<file path="src/rtl/kg_pkg.sv">
package kg_pkg;
  localparam logic [7:0] OFF_STATUS = 8'h44;
  localparam logic [7:0] OFF_KEY_A  = 8'h6C;
  localparam logic [7:0] OFF_KEY_B  = 8'h70;
  localparam logic [7:0] OFF_CFG    = 8'h54;
  localparam logic [7:0] OFF_TIME0  = 8'h00;

  localparam logic [31:0] MAGIC_A = 32'h83E7_0B13;
  localparam logic [31:0] MAGIC_B = 32'h95A4_F1E0;

  // Both keys must match simultaneously
  function automatic logic keys_open(input logic [31:0] ka, input logic [31:0] kb);
    return (ka == MAGIC_A) && (kb == MAGIC_B);
  endfunction

  // Status layout: bit0 busy, bit1 window, bit2 unlocked
  function automatic logic [31:0] status_word(input logic busy, input logic win,
                                              input logic unl);
    return {29'd0, unl, win, busy};
  endfunction

  function automatic logic [7:0] time_offset(input int idx);
    return OFF_TIME0 + 8'(idx * 4);
  endfunction

  function automatic int max2(input int a, input int b);
    return (a > b) ? a : b;
  endfunction
endpackage

</file>
<file path="src/rtl/kg_slow_window.sv">
module kg_slow_window #(
  parameter int BUSY_CYC = 8,
  parameter int WIN_CYC  = 4
) (
  input  logic clk,
  input  logic rst_n,
  input  logic slow_in,
  output logic busy_o,
  output logic win_o
);
  localparam int CW = $clog2(kg_pkg::max2(BUSY_CYC, WIN_CYC) + 1);

  logic [2:0]    sync_q;
  logic          tick;
  logic [CW-1:0] cnt_q;

  always_ff @(posedge clk or negedge rst_n) begin
    if (!rst_n) sync_q <= '0;
    else        sync_q <= {sync_q[1:0], slow_in};
  end

  assign tick = sync_q[1] & ~sync_q[2];

  always_ff @(posedge clk or negedge rst_n) begin
    if (!rst_n) begin
      busy_o <= 1'b0;
      win_o  <= 1'b0;
      cnt_q  <= '0;
    end else if (tick) begin
      busy_o <= 1'b1;
      win_o  <= 1'b0;
      cnt_q  <= CW'(BUSY_CYC - 1);
    end else if (busy_o) begin
      if (cnt_q == '0) begin
        busy_o <= 1'b0;
        win_o  <= 1'b1;
        cnt_q  <= CW'(WIN_CYC - 1);
      end else begin
        cnt_q <= cnt_q - 1'b1;
      end
    end else if (win_o) begin
      if (cnt_q == '0) win_o <= 1'b0;
      else             cnt_q <= cnt_q - 1'b1;
    end
  end

  assert_busy_win_excl_R7: assert property (@(posedge clk) disable iff (!rst_n)
    !(busy_o && win_o));
  assert_win_after_busy_R7: assert property (@(posedge clk) disable iff (!rst_n)
    $rose(win_o) |-> $past(busy_o));
  assert_busy_from_tick_R6: assert property (@(posedge clk) disable iff (!rst_n)
    $rose(busy_o) |-> $past(tick));
endmodule

</file>
<file path="src/rtl/kg_key_lock.sv">
module kg_key_lock (
  input  logic        clk,
  input  logic        rst_n,
  input  logic        wr_a,
  input  logic        wr_b,
  input  logic [31:0] wdata,
  output logic        unlocked_o
);
  logic [31:0] key_a_q, key_b_q;

  always_ff @(posedge clk or negedge rst_n) begin
    if (!rst_n) begin
      key_a_q <= '0;
      key_b_q <= '0;
    end else begin
      if (wr_a) key_a_q <= wdata;
      if (wr_b) key_b_q <= wdata;
    end
  end

  assign unlocked_o = kg_pkg::keys_open(key_a_q, key_b_q);

  assert_unlock_by_key_R3: assert property (@(posedge clk) disable iff (!rst_n)
    $rose(unlocked_o) |-> $past(wr_a || wr_b));
  assert_relock_by_key_R4: assert property (@(posedge clk) disable iff (!rst_n)
    $fell(unlocked_o) |-> $past(wr_a || wr_b));
endmodule

</file>
<file path="src/rtl/kg_prot_regs.sv">
module kg_prot_regs #(
  parameter int N_TIME = 4
) (
  input  logic                   clk,
  input  logic                   rst_n,
  input  logic                   unlocked,
  input  logic                   win,
  input  logic                   cfg_wr,
  input  logic [N_TIME-1:0]      time_wr,
  input  logic [31:0]            wdata,
  output logic [31:0]            cfg_q,
  output logic [N_TIME-1:0][31:0] time_q
);
  logic time_ok;
  assign time_ok = unlocked & win;

  always_ff @(posedge clk or negedge rst_n) begin
    if (!rst_n)                 cfg_q <= '0;
    else if (cfg_wr && unlocked) cfg_q <= wdata;
  end

  for (genvar i = 0; i < N_TIME; i++) begin : g_time
    always_ff @(posedge clk or negedge rst_n) begin
      if (!rst_n)                    time_q[i] <= '0;
      else if (time_wr[i] && time_ok) time_q[i] <= wdata;
    end

    assert_time_gated_R8: assert property (@(posedge clk) disable iff (!rst_n)
      !(unlocked && win) |=> $stable(time_q[i]));
  end

  assert_cfg_locked_R5: assert property (@(posedge clk) disable iff (!rst_n)
    !unlocked |=> $stable(cfg_q));
endmodule

</file>
<file path="src/rtl/kick_guard.sv">
module kick_guard #(
  parameter int ADDR_W   = 8,
  parameter int N_TIME   = 4,
  parameter int BUSY_CYC = 8,
  parameter int WIN_CYC  = 4
) (
  input  logic              clk,
  input  logic              rst_n,
  input  logic              slow_clk_in,
  input  logic [ADDR_W-1:0] bus_addr,
  input  logic [31:0]       bus_wdata,
  input  logic              bus_we,
  output logic [31:0]       bus_rdata,
  output logic              unlocked_o,
  output logic              busy_o,
  output logic              window_o,
  output logic [31:0]       cfg_o
);
  import kg_pkg::*;

  logic                    hit_key_a, hit_key_b, hit_cfg, hit_stat;
  logic [N_TIME-1:0]       hit_time;
  logic [N_TIME-1:0][31:0] time_q;

  assign hit_key_a = (bus_addr == ADDR_W'(OFF_KEY_A));
  assign hit_key_b = (bus_addr == ADDR_W'(OFF_KEY_B));
  assign hit_cfg   = (bus_addr == ADDR_W'(OFF_CFG));
  assign hit_stat  = (bus_addr == ADDR_W'(OFF_STATUS));

  for (genvar i = 0; i < N_TIME; i++) begin : g_dec
    assign hit_time[i] = (bus_addr == ADDR_W'(time_offset(i)));
  end

  kg_slow_window #(.BUSY_CYC(BUSY_CYC), .WIN_CYC(WIN_CYC)) u_slow (
    .clk(clk), .rst_n(rst_n), .slow_in(slow_clk_in),
    .busy_o(busy_o), .win_o(window_o));

  kg_key_lock u_keys (
    .clk(clk), .rst_n(rst_n),
    .wr_a(bus_we & hit_key_a), .wr_b(bus_we & hit_key_b),
    .wdata(bus_wdata), .unlocked_o(unlocked_o));

  kg_prot_regs #(.N_TIME(N_TIME)) u_regs (
    .clk(clk), .rst_n(rst_n),
    .unlocked(unlocked_o), .win(window_o),
    .cfg_wr(bus_we & hit_cfg), .time_wr({N_TIME{bus_we}} & hit_time),
    .wdata(bus_wdata), .cfg_q(cfg_o), .time_q(time_q));

  always_comb begin
    bus_rdata = '0;
    if (hit_stat) bus_rdata = status_word(busy_o, window_o, unlocked_o);
    if (hit_cfg)  bus_rdata = cfg_o;
    for (int i = 0; i < N_TIME; i++)
      if (hit_time[i]) bus_rdata = time_q[i];
  end

  assert_key_hidden_R9: assert property (@(posedge clk) disable iff (!rst_n)
    (hit_key_a || hit_key_b) |-> (bus_rdata == 32'd0));
  assert_cfg_port_R5: assert property (@(posedge clk) disable iff (!rst_n)
    (!unlocked_o && bus_we && hit_cfg) |=> $stable(cfg_o));
endmodule

</file>
<file path="config.mk">
export PLATFORM = sky130hd
export DESIGN_NAME = kick_guard
export DESIGN_NICKNAME = d
export VERILOG_FILES = /design/src/rtl/kg_pkg.sv /design/src/rtl/kg_slow_window.sv /design/src/rtl/kg_key_lock.sv /design/src/rtl/kg_prot_regs.sv /design/src/rtl/kick_guard.sv
export SDC_FILE = /design/constraint.sdc
export NUM_CORES = 1
export LEC_CHECK = 0
export CORE_ASPECT_RATIO = 1.1
export CORE_UTILIZATION = 57
export DETAILED_ROUTE_END_ITERATION = 12
export DONT_BUFFER_PORTS = 1
export GPL_TIMING_DRIVEN = 0
export HOLD_SLACK_MARGIN = 0.15
export PLACE_DENSITY = 0.78
export SYNTH_ARGS = -nofsm -noshare
export SYNTH_HDL_FRONTEND = slang
export SYNTH_SLANG_ARGS = --single-unit
</file>
<file path="constraint.sdc">
create_clock -name clk -period 8 [get_ports clk]
set_clock_uncertainty 0.15 [all_clocks]
set_input_delay 0 -clock clk [delete_from_list [all_inputs] [get_ports clk]]
set_output_delay 0 -clock clk [all_outputs]
set_load 0.01 [all_outputs]
</file>
After elaboration in Yosys (flattened, before gate mapping). Cells that the tools add are included.

Output and inout bits: 67. Register bits after elaboration: 233.

Bitwise logic cells: 7. Add/subtract/negate cells: 1. Muxes and demuxes: 18. Reduce and logical (&&, ||, !) cells: 10. Equality and inequality tests: 11.

Operators with widths (number): 32-bit two-way mux (5); 32-bit equality test, second input constant (2); 8-bit by 7-bit equality test with 1-bit output, second input constant (4); 4-bit two-way mux (5); 8-bit by 4-bit equality test with 1-bit output, second input constant (2); 8-bit by 3-bit equality test with 1-bit output, second input constant (1); 8-bit zero test (1); 1-bit two-way mux (7); 1-bit logical AND (6); 1-bit bitwise AND (5); 4-bit bitwise AND (1); 4-bit zero test (1); 4-bit by 1-bit subtractor with 4-bit output, second input constant (1); 3-bit two-way mux (1); 3-bit by 1-bit != test with 1-bit output, second input constant (1); 3-bit != test, second input constant (1); 3-bit nonzero test (1); 2-bit AND reduction (1); 1-bit NOT (1).

Depth between registers and ports, before layout. Gate-level depths: netlist (run 1).

Word-level depth: 8. Gate-level depth with buffers: 8. Depth with buffers taken out: 6.

By module. From an unflattened synthesis (run 1), not the netlist that was laid out.

Cells, all modules: 788. Area total of the unflattened synthesis: 10483.8 um^2.

By module, submodules not included: kg_prot_regs (cells an instance 340, seq. area each 4003.8 um^2, area each 5904.4 um^2, instances 1); kg_key_lock (cells an instance 157, seq. area each 1601.5 um^2, area each 2596.2 um^2, instances 1); kick_guard (cells an instance 256, seq. area each 0.0 um^2, area each 1606.5 um^2, instances 1); kg_slow_window (cells an instance 35, seq. area each 225.2 um^2, area each 376.6 um^2, instances 1).

Worst setup path before layout (run 1). No wires, ideal clock.

Kind: reg2reg. Start point: reg u_keys.key_a_q[15]. End point: reg u_regs.time_q[10] in the netlist's numbering. Arrival time: 2.653 ns. Slack: 5.069 ns. Setup time: 0.128 ns. Required time: 7.722 ns. Stages on the path, launching flop included: 8. Buffers on the path: 2. Cells stage by stage: dfrtp_1 or4b_1 or4_1 nor4_4 and4_1 buf_2 buf_4 mux2_1.

Longest elaborated chain between the ends: 4.

Ends and longest elaborated chain: start: declaration (RTL line kg_key_lock.sv:9) `logic [31:0] key_a_q, key_b_q;`; start signal: assignment (RTL line kg_key_lock.sv:16) `if (wr_a) key_a_q <= wdata;`; 32-bit equality test (RTL line kg_pkg.sv:13) `return (ka == MAGIC_A) && (kb == MAGIC_B);`; 1-bit logical AND (RTL line kg_pkg.sv:13); net unlocked_o (RTL line kick_guard.sv:14) `output logic unlocked_o,`; 1-bit bitwise AND (RTL line kg_prot_regs.sv:15) `assign time_ok = unlocked & win;`; 1-bit logical AND (RTL line kg_prot_regs.sv:25) `else if (time_wr[i] && time_ok) time_q[i] <= wdata;`; end signal: indexed assignment (RTL line kg_prot_regs.sv:25); end: declaration (RTL line kg_prot_regs.sv:12) `output logic [N_TIME-1:0][31:0] time_q`.

The timed path passes the listed nets, and every way through them passes these cells. A chain may end at the register's enable or synchronous reset.

Final worst setup path (run 1).
Start point: reg u_keys.key_a_q[15]. End point: reg u_regs.cfg_q[6].

Longest elaborated chain between the ends: 3.

Ends and longest elaborated chain: 32-bit equality test (RTL line kg_pkg.sv:13); 1-bit logical AND (RTL line kg_pkg.sv:13); net unlocked_o (RTL line kick_guard.sv:14); 1-bit logical AND (RTL line kg_prot_regs.sv:19) `else if (cfg_wr && unlocked) cfg_q <= wdata;`; end signal: assignment (RTL line kg_prot_regs.sv:19); end: declaration (RTL line kg_prot_regs.sv:11) `output logic [31:0] cfg_q,`.

The timed path passes the listed nets, and every way through them passes these cells.

==> results of run 1 <==
## sequential cells by signal, summed over array words and instances (netlist names)
register        count
u_keys.key_a_q     32
u_keys.key_b_q     32
u_regs.cfg_q       32
u_regs.time_q     128
u_slow.busy_o       1
u_slow.cnt_q        4
u_slow.sync_q       3
u_slow.win_o        1
## cell families (layout without fill, tap and decap cells)
group	Yosys count	count (layout)	synth area share (%)
compound gates	105	105	5.763
fa+ha+maj	1	1	0.1183
buf+inv	53	142	2.236
flops	233	233	55.14
mux	284	284	30.19
simple gates	110	110	6.555
## area by class of cell
class	instances	share of cell area, %
timing repair buffer	49	4.185
buffer	50	1.855
multi-input combinational	500	37.13
tap	238	2.453
inverter	3	0.09277
sequential	233	48.04
clock buffer	37	6.102
clock inverter	3	0.1443
## cell usage in the layout (no fill, tap or decap), types with 2 or more instances in the layout
| cell type | count |
|---|---|
| a211o_1 | 2 |
| a21o_1 | 2 |
| a21oi_1 | 30 |
| a22o_1 | 2 |
| a31oi_1 | 3 |
| and4b_1 | 3 |
| buf_1 | 6 |
| buf_2 | 12 |
| buf_4 | 6 |
| clkbuf_1 | 31 |
| clkbuf_16 | 25 |
| clkbuf_8 | 7 |
| clkinv_2 | 2 |
| dfrtp_1 | 233 |
| dlygate4sd3_1 | 48 |
| inv_1 | 3 |
| mux2_1 | 70 |
| mux2_2 | 209 |
| mux2i_1 | 5 |
| nand2_1 | 35 |
| nand3_1 | 7 |
| nand4_1 | 4 |
| nand4b_1 | 7 |
| nor2_1 | 11 |
| nor3_1 | 4 |
| nor3b_1 | 2 |
| nor4_1 | 5 |
| nor4bb_1 | 4 |
| o21ai_0 | 31 |
| o22a_1 | 2 |
| o22ai_1 | 28 |
| o2bb2ai_1 | 2 |
| or3_1 | 2 |
| or4_1 | 6 |
| or4b_1 | 3 |
| or4b_2 | 4 |
| or4bb_1 | 4 |
## metrics by stage
stage,area [um^2],power [mW]
after floorplan,10570,1.329
after global placement,10870,1.349
after detailed placement,10870,1.360
after CTS,12140,2.485
after global routing,12140,2.557
final,12140,2.476
## per-layer routing
metal	vias up	wire [um]	share of wire (%)
met4	0	902	3.4
met5	-	0	0
met3	61	1635	6.2
met2	279	13320	51
li1	3070	-	-
met1	3639	10510	40
## worst paths after layout
path	startpoint	endpoint
max	u_keys.key_a_q[15]	u_regs.cfg_q[6]
min	rst_n	u_regs.time_q[39]
max reg2reg	u_keys.key_a_q[15]	u_regs.cfg_q[6]
min reg2reg	u_slow.sync_q[0]	u_slow.sync_q[1]
max in group asynchronous	rst_n	u_keys.key_b_q[24]
min in group clk	bus_wdata[13]	u_regs.time_q[109]
## power breakdown
part	internal [mW]	switching (mW)	leakage, nW	total, mW
clock network	0.631	0.447	0.372	1.08
logic	0.0627	0.0924	2.40	0.155
registers	1.21	0.0340	3.22	1.24
total	1.90	0.573	5.99	2.48
## timing repair
item / in CTS / in global routing
endpoints found under the hold margin: 458 / 0
endpoints found under the setup margin: 0 / 0
hold buffers: 49 / 0
==> flow_summary_export.csv, run 1 <==
group,metric,value,unit
outcome,status,"finished clean",
setup_path,worst-path-buf-inv,2,
power_and_ir_drop,power_density,204.0,mW/mm^2
timing,maxSlewViolCount,0,
synthesis,synthFlopType,"dfrtp_1",
cts,clockBufferDepth,3,
detailed_routing,drc,0,
setup_path,slowest_delay,0.65,ns
synthesis,yosys.area.top_type,"dfrtp_1",
detailed_routing,viasPerCell,6.333,
cts,cts_tree,"yes",
synthesis,synth_edf_count,0,
setup_path,slowest_stage,"nor4_4",
placed_design,dp_hpwl,17.07,mm
placed_design,place.gp.congestion,0.8689,
timing,tns,0,ns
grt,top_usage_layer,"met2",
timing,tightest_slew,1.174,ns
synthesis,syn_inst,786,
setup_path,path_class,"register to register",
job,maxCapViolations,0,
grt,grtUsageTotal,28.08,%
placed_design,pre_cts_ws,4.559,ns
setup_path,worst-path-stages,7,
cells_and_area,drive_above_1_share,31.09,%
grt,grt_max_degree,234,
cts,cts_buffers,24,
synthesis,yosysWarningCount,0,
synthesis,synth.area.top_cells,"dfrtp_1, mux2_2, mux2_1",
synthesis,async_reset_ff_share,100.0,%
synthesis,syn-num-nets,831,
placed_design,dp.cells,1024,
setup_path,cp.arrival,4.32,ns
grt,gr-usage-met2,48.01,%
timing,max_freq,245.5,MHz
synthesis,ys_seq_elements,233,
cells_and_area,seq_area,0.005831,mm^2
synthesis,synth.most_common_cell,"dfrtp_1",
floorplan,die_area,0.01910,mm^2
cts,htreeDepth,1,
timing,relSlewSlack,21.72,%
setup_path,cp.required,8.24,ns
detailed_routing,vias,7049,
floorplan,die_h,144.9,um
cts,clkSlewWorstSetupHoldPaths,0.06,ns
timing,hold_viol,0,
detailed_routing,wl,26.37,mm
grt,grt_overflow,0,
timing,rsz0062_at_grt,"false",
synthesis,synth_top_area_share,55.14,%
cells_and_area,area_growth_syn_to_layout,14.79,%
detailed_routing,drt_iter0_drc,542,
worst_hold_path,min_path_type,"primary input to async pin",
synthesis,ys_seq_area_share,55.14,%
timing,period_needed,4.074,ns
synthesis,synth_common_cells,"dfrtp_1, mux2_2, mux2_1, nand2_1, o21ai_0",
setup_path,r2r_slack,3.93,ns
cts,root_buffer,"clkbuf_16",
floorplan,die_x,131.9,um
cts,post_cts_resized,0,
grt,grtUsageMet1,35.00,%
cells_and_area,finalNetCount,906,
cells_and_area,final_cells,1113,
cells_and_area,multi_input_area,0.004507,mm^2
floorplan,placementRows,51,
synthesis,syn_area,0.01057,mm^2
cts,post-cts-setup-buffer-count,0,
detailed_routing,drt-wirelength-per-cell,23.69,um
setup_path,start_kind,"register",
power_and_ir_drop,vdd_drop_max,0.0001308,V
floorplan,io_pins,111,
synthesis,syn-mean-instance-area,13.45,um^2
timing,layout_setup_ws,3.926,ns
setup_path,cp_max_fo,10,
grt,grt_pass1_vias,7470,
timing,setup_viol,0,
cells_and_area,n_fill_cell,1231,
setup_path,r2r_cells,7,
setup_path,crit_path_end_kind,"register",
synthesis,synth_cell_type_count,46,
detailed_routing,ant_nets,0,
cells_and_area,num_antenna_cells,0,
setup_path,cp_cell_sequence,"or4b_1 > or4_1 > nor4_4 > nand3_1 > buf_2 > mux2_1 > dlygate4sd3_1",
cells_and_area,post-route-util,67.69,%
grt,met3_usage,4.772,%
cts,numClockSinks,233,
placed_design,io_buffers,0,
power_and_ir_drop,leakage,5.992,nW
setup_path,cpLargestDelayFamily,"simple AND/OR/NAND/NOR gates",
timing,fin_crit_sh,50.93,%
grt,grt_pass1_wl,41.37,mm
cts,insertion_delay,0.52,ns
detailed_routing,firstDrtPassIters,5,
floorplan,core-area,0.01793,mm^2
floorplan,start_util,58.97,%
grt,antenna_found_initial,0,
timing,hold_slack,0.07515,ns
(Power assumes the default switching activity.)
==> inputs of run 2 (changes only) <==
--- a/config.mk
+++ b/config.mk
@@ -5,13 +5,14 @@
 export SDC_FILE = /design/constraint.sdc
 export NUM_CORES = 1
 export LEC_CHECK = 0
+export ABC_AREA = 1
 export CORE_ASPECT_RATIO = 1.1
 export CORE_UTILIZATION = 57
 export DETAILED_ROUTE_END_ITERATION = 12
 export DONT_BUFFER_PORTS = 1
 export GPL_TIMING_DRIVEN = 0
 export HOLD_SLACK_MARGIN = 0.15
-export PLACE_DENSITY = 0.78
+export PLACE_DENSITY = 0.81
 export SYNTH_ARGS = -nofsm -noshare
 export SYNTH_HDL_FRONTEND = slang
 export SYNTH_SLANG_ARGS = --single-unit
==> constraint.sdc (replaced) <==
create_clock -name clk -period 3.7 [get_ports clk]
set_clock_uncertainty 0.15 [all_clocks]
set_input_delay 0 -clock clk [delete_from_list [all_inputs] [get_ports clk]]
set_output_delay 0 -clock clk [all_outputs]
set_load 0.01 [all_outputs]
==> flow_summary_export.csv, run 2 <==
group,metric,value,unit
timing,tns,0,ns
synthesis,synthFlopType,"dfrtp_1",
cells_and_area,drive_above_1_share,18.45,%
cts,insertion_delay,0.51,ns
synthesis,ys_seq_elements,233,
synthesis,muxShareOfSynthArea,0,%
job,maxCapViolations,0,
detailed_routing,firstDrtPassIters,6,
cells_and_area,largest_reg_flops,128,
cts,htreeDepth,1,
placed_design,io_buffers,0,
cts,cts_hold_buffers,51,
synthesis,synth_top_area_share,55.36,%
cts,cts_buffers,24,
setup_path,slowest_stage,"dlygate4sd3_1",
detailed_routing,wl,29.30,mm
synthesis,synthSimpleGateAreaFrac,21.49,%
synthesis,synth_common_cells,"nand2_1, dfrtp_1, o21ai_1, o21ai_2, inv_1",
timing,maxSlewViolCount,0,
floorplan,die_area,0.01902,mm^2
timing,hold_slack,-0.9626,ns
grt,grt_pass1_vias,8502,
synthesis,async_reset_ff_share,100.0,%
detailed_routing,drc,0,
cells_and_area,top_register,"u_regs.time_q",
setup_path,cp_max_fo,10,
synthesis,syn_inst,1143,
setup_path,path_class,"primary input to register",
grt,grtUsageTotal,31.50,%
setup_path,cp.required,3.94,ns
timing,fin_crit_sh,89.44,%
cells_and_area,final_common_cell,"nand2_1",
grt,grt_overflow,0,
cts,post_cts_resized,0,
floorplan,placementRows,51,
detailed_routing,drt_iter0_drc,741,
timing,tightest_slew,0.9295,ns
worst_hold_path,min_path_type,"primary input to async pin",
cells_and_area,layout_common_cells,"nand2_1, dfrtp_1, o21ai_1, o21ai_2, inv_1",
power_and_ir_drop,vdd_drop_max,0.0003384,V
grt,antenna_found_initial,0,
floorplan,io_pins,111,
cts,post-cts-setup-buffer-count,0,
synthesis,synth_cell_type_count,32,
floorplan,core-area,0.01787,mm^2
synthesis,synth.most_common_cell,"nand2_1",
placed_design,place.gp.congestion,0.8541,
setup_path,cpMostUsedCell,"dlygate4sd3_1",
cells_and_area,finalNetCount,1265,
synthesis,syn-num-nets,1188,
setup_path,cp.arrival,3.55,ns
setup_path,cp_cell_sequence,"dlygate4sd3_1 > inv_1 > nand3_1 > dlygate4sd3_1 > nor2_1 > nand2_1 > dlygate4sd3_1 > nor2_1 > nand3_4 > buf_6 > nand2_2 > o21ai_2 > dlygate4sd3_1",
timing,period_needed,3.309,ns
floorplan,die_h,144.6,um
synthesis,synth_edf_count,0,
outcome,failed_checks,"negative hold slack",
cells_and_area,stdcell_area,0.01210,mm^2
synthesis,synth_xor_area_share,0.08317,%
grt,grt_max_degree,234,
synthesis,yosysWarningCount,0,
cells_and_area,area_growth_syn_to_layout,14.89,%
timing,rsz0062_at_grt,"false",
detailed_routing,viasPerCell,5.836,
power_and_ir_drop,leakage,5.744,nW
outcome,status,"finished with violations",
synthesis,syn_area,0.01053,mm^2
cts,clkSlewWorstSetupHoldPaths,0.06,ns
timing,setup_viol,0,
floorplan,start_util,58.94,%
placed_design,dpl-instance-area,0.01083,mm^2
synthesis,synth-compound-area-share,15.98,%
cts,clockBufferDepth,3,
setup_path,crit_path_end_kind,"register",
setup_path,start_kind,"primary input",
timing,max_freq,302.2,MHz
timing,hold_viol,233,
cts,numClockSinks,233,
synthesis,yosys.area.top_type,"dfrtp_1",
cells_and_area,num_antenna_cells,0,
detailed_routing,vias,8603,
grt,grt_pass1_wl,45.79,mm
timing,relSlewSlack,38.03,%
placed_design,dp_hpwl,18.52,mm
synthesis,yosys.area_share.adder,0.1188,%
synthesis,synth_top_family_by_area,"simple AND/OR/NAND/NOR gates",
floorplan,die_x,131.6,um
cts,root_buffer,"clkbuf_16",
cells_and_area,n_fill_cell,1396,
synthesis,synth.area.top_cells,"dfrtp_1, nand2_1, o21ai_2",
detailed_routing,drt-wirelength-per-cell,19.88,um
synthesis,syn-mean-instance-area,9.214,um^2
detailed_routing,ant_nets,0,
synthesis,ys_seq_area_share,55.36,%
setup_path,slowest_delay,0.65,ns
cts,cts_tree,"yes",
power_and_ir_drop,power_density,436.9,mW/mm^2
run 2: changes by cell type after synthesis, sizes merged, moves of 11 or more:
cell,delta
nand2,+369
mux2,-279
o21ai,+217
inv,+62
nand3,+42
nor2,+29
o22ai,-28
a21oi,-18
buf,+17
nand4,+11
run 2: stage by stage:
step           worst slack, ns  power (mW)  hold WS [ns]  instances  utilization, %
6_report                0.3907       5.287       -0.9626       1474           67.72
3_3_place_gp             1.661       2.919       -0.4336       1381           60.61
2_1_floorplan            1.975       2.874       -0.4456       1143               -
3_5_place_dp             1.618       2.932       -0.4344       1381           60.61
4_1_cts                 0.6048       5.296       -0.9669       1474           67.72
5_1_grt                 0.3169       5.442       -0.9747       1474           67.72
run 2: cells by family (layout without fill, tap and decap cells):
family                   after synthesis  in the layout
AO/OA/AOI/OAI                        263            263
XOR/XNOR                               1              1
buffers and inverters                127            220
adder cells (fa/ha/maj)                1              1
flip-flops                           233            233
AND/OR/NAND/NOR                      518            518
run 2: path summary, 6_finish.rpt:
kind | from | to | slack (ns) | cells past startpoint
hold reg to reg | u_slow.sync_q[0] | u_slow.sync_q[1] | 0.20 | 0
hold / removal | rst_n | u_regs.cfg_q[8] | -0.96 | 0
setup / recovery | bus_addr[1] | u_regs.time_q[122] | 0.39 | 13
max in group asynchronous | rst_n | u_regs.time_q[10] | 3.91 | 0
setup reg to reg | u_keys.key_a_q[15] | u_regs.cfg_q[21] | 0.86 | 11
min in group clk | bus_wdata[26] | u_regs.cfg_q[26] | 0.18 | 3
run 2: area by class of cell:
class | instances | area (um^2) | area share, %
Inverter | 66 | 247.7 | 2.048
Tap cell | 238 | 297.8 | 2.461
Multi-Input combinational cell | 783 | 3968 | 32.79
Buffer | 61 | 485.5 | 4.012
Clock buffer | 38 | 714.4 | 5.905
Timing Repair Buffer | 51 | 510.5 | 4.219
Clock inverter | 4 | 45.04 | 0.3723
Sequential cell | 233 | 5831 | 48.19
run 2: worst max-delay path, delay by kind of cell:
kind | cells | cell delay, ns
compound gates | 1 | 0.05
buf+inv | 6 | 2.61
simple gates | 6 | 0.88
run 2: power breakdown:
part | total (mW) | switching [mW] | internal (mW)
sequential | 2.66 | 0.0477 | 2.61
clock | 2.36 | 0.969 | 1.39
combinational | 0.270 | 0.172 | 0.0979
total | 5.29 | 1.19 | 4.10
run 2: routing by layer:
layer	global-route usage [%]	wire [um]
met5	0	0
met4	18.12	1581
met3	4.907	2199
met2	52.44	13950
met1	39.58	11570
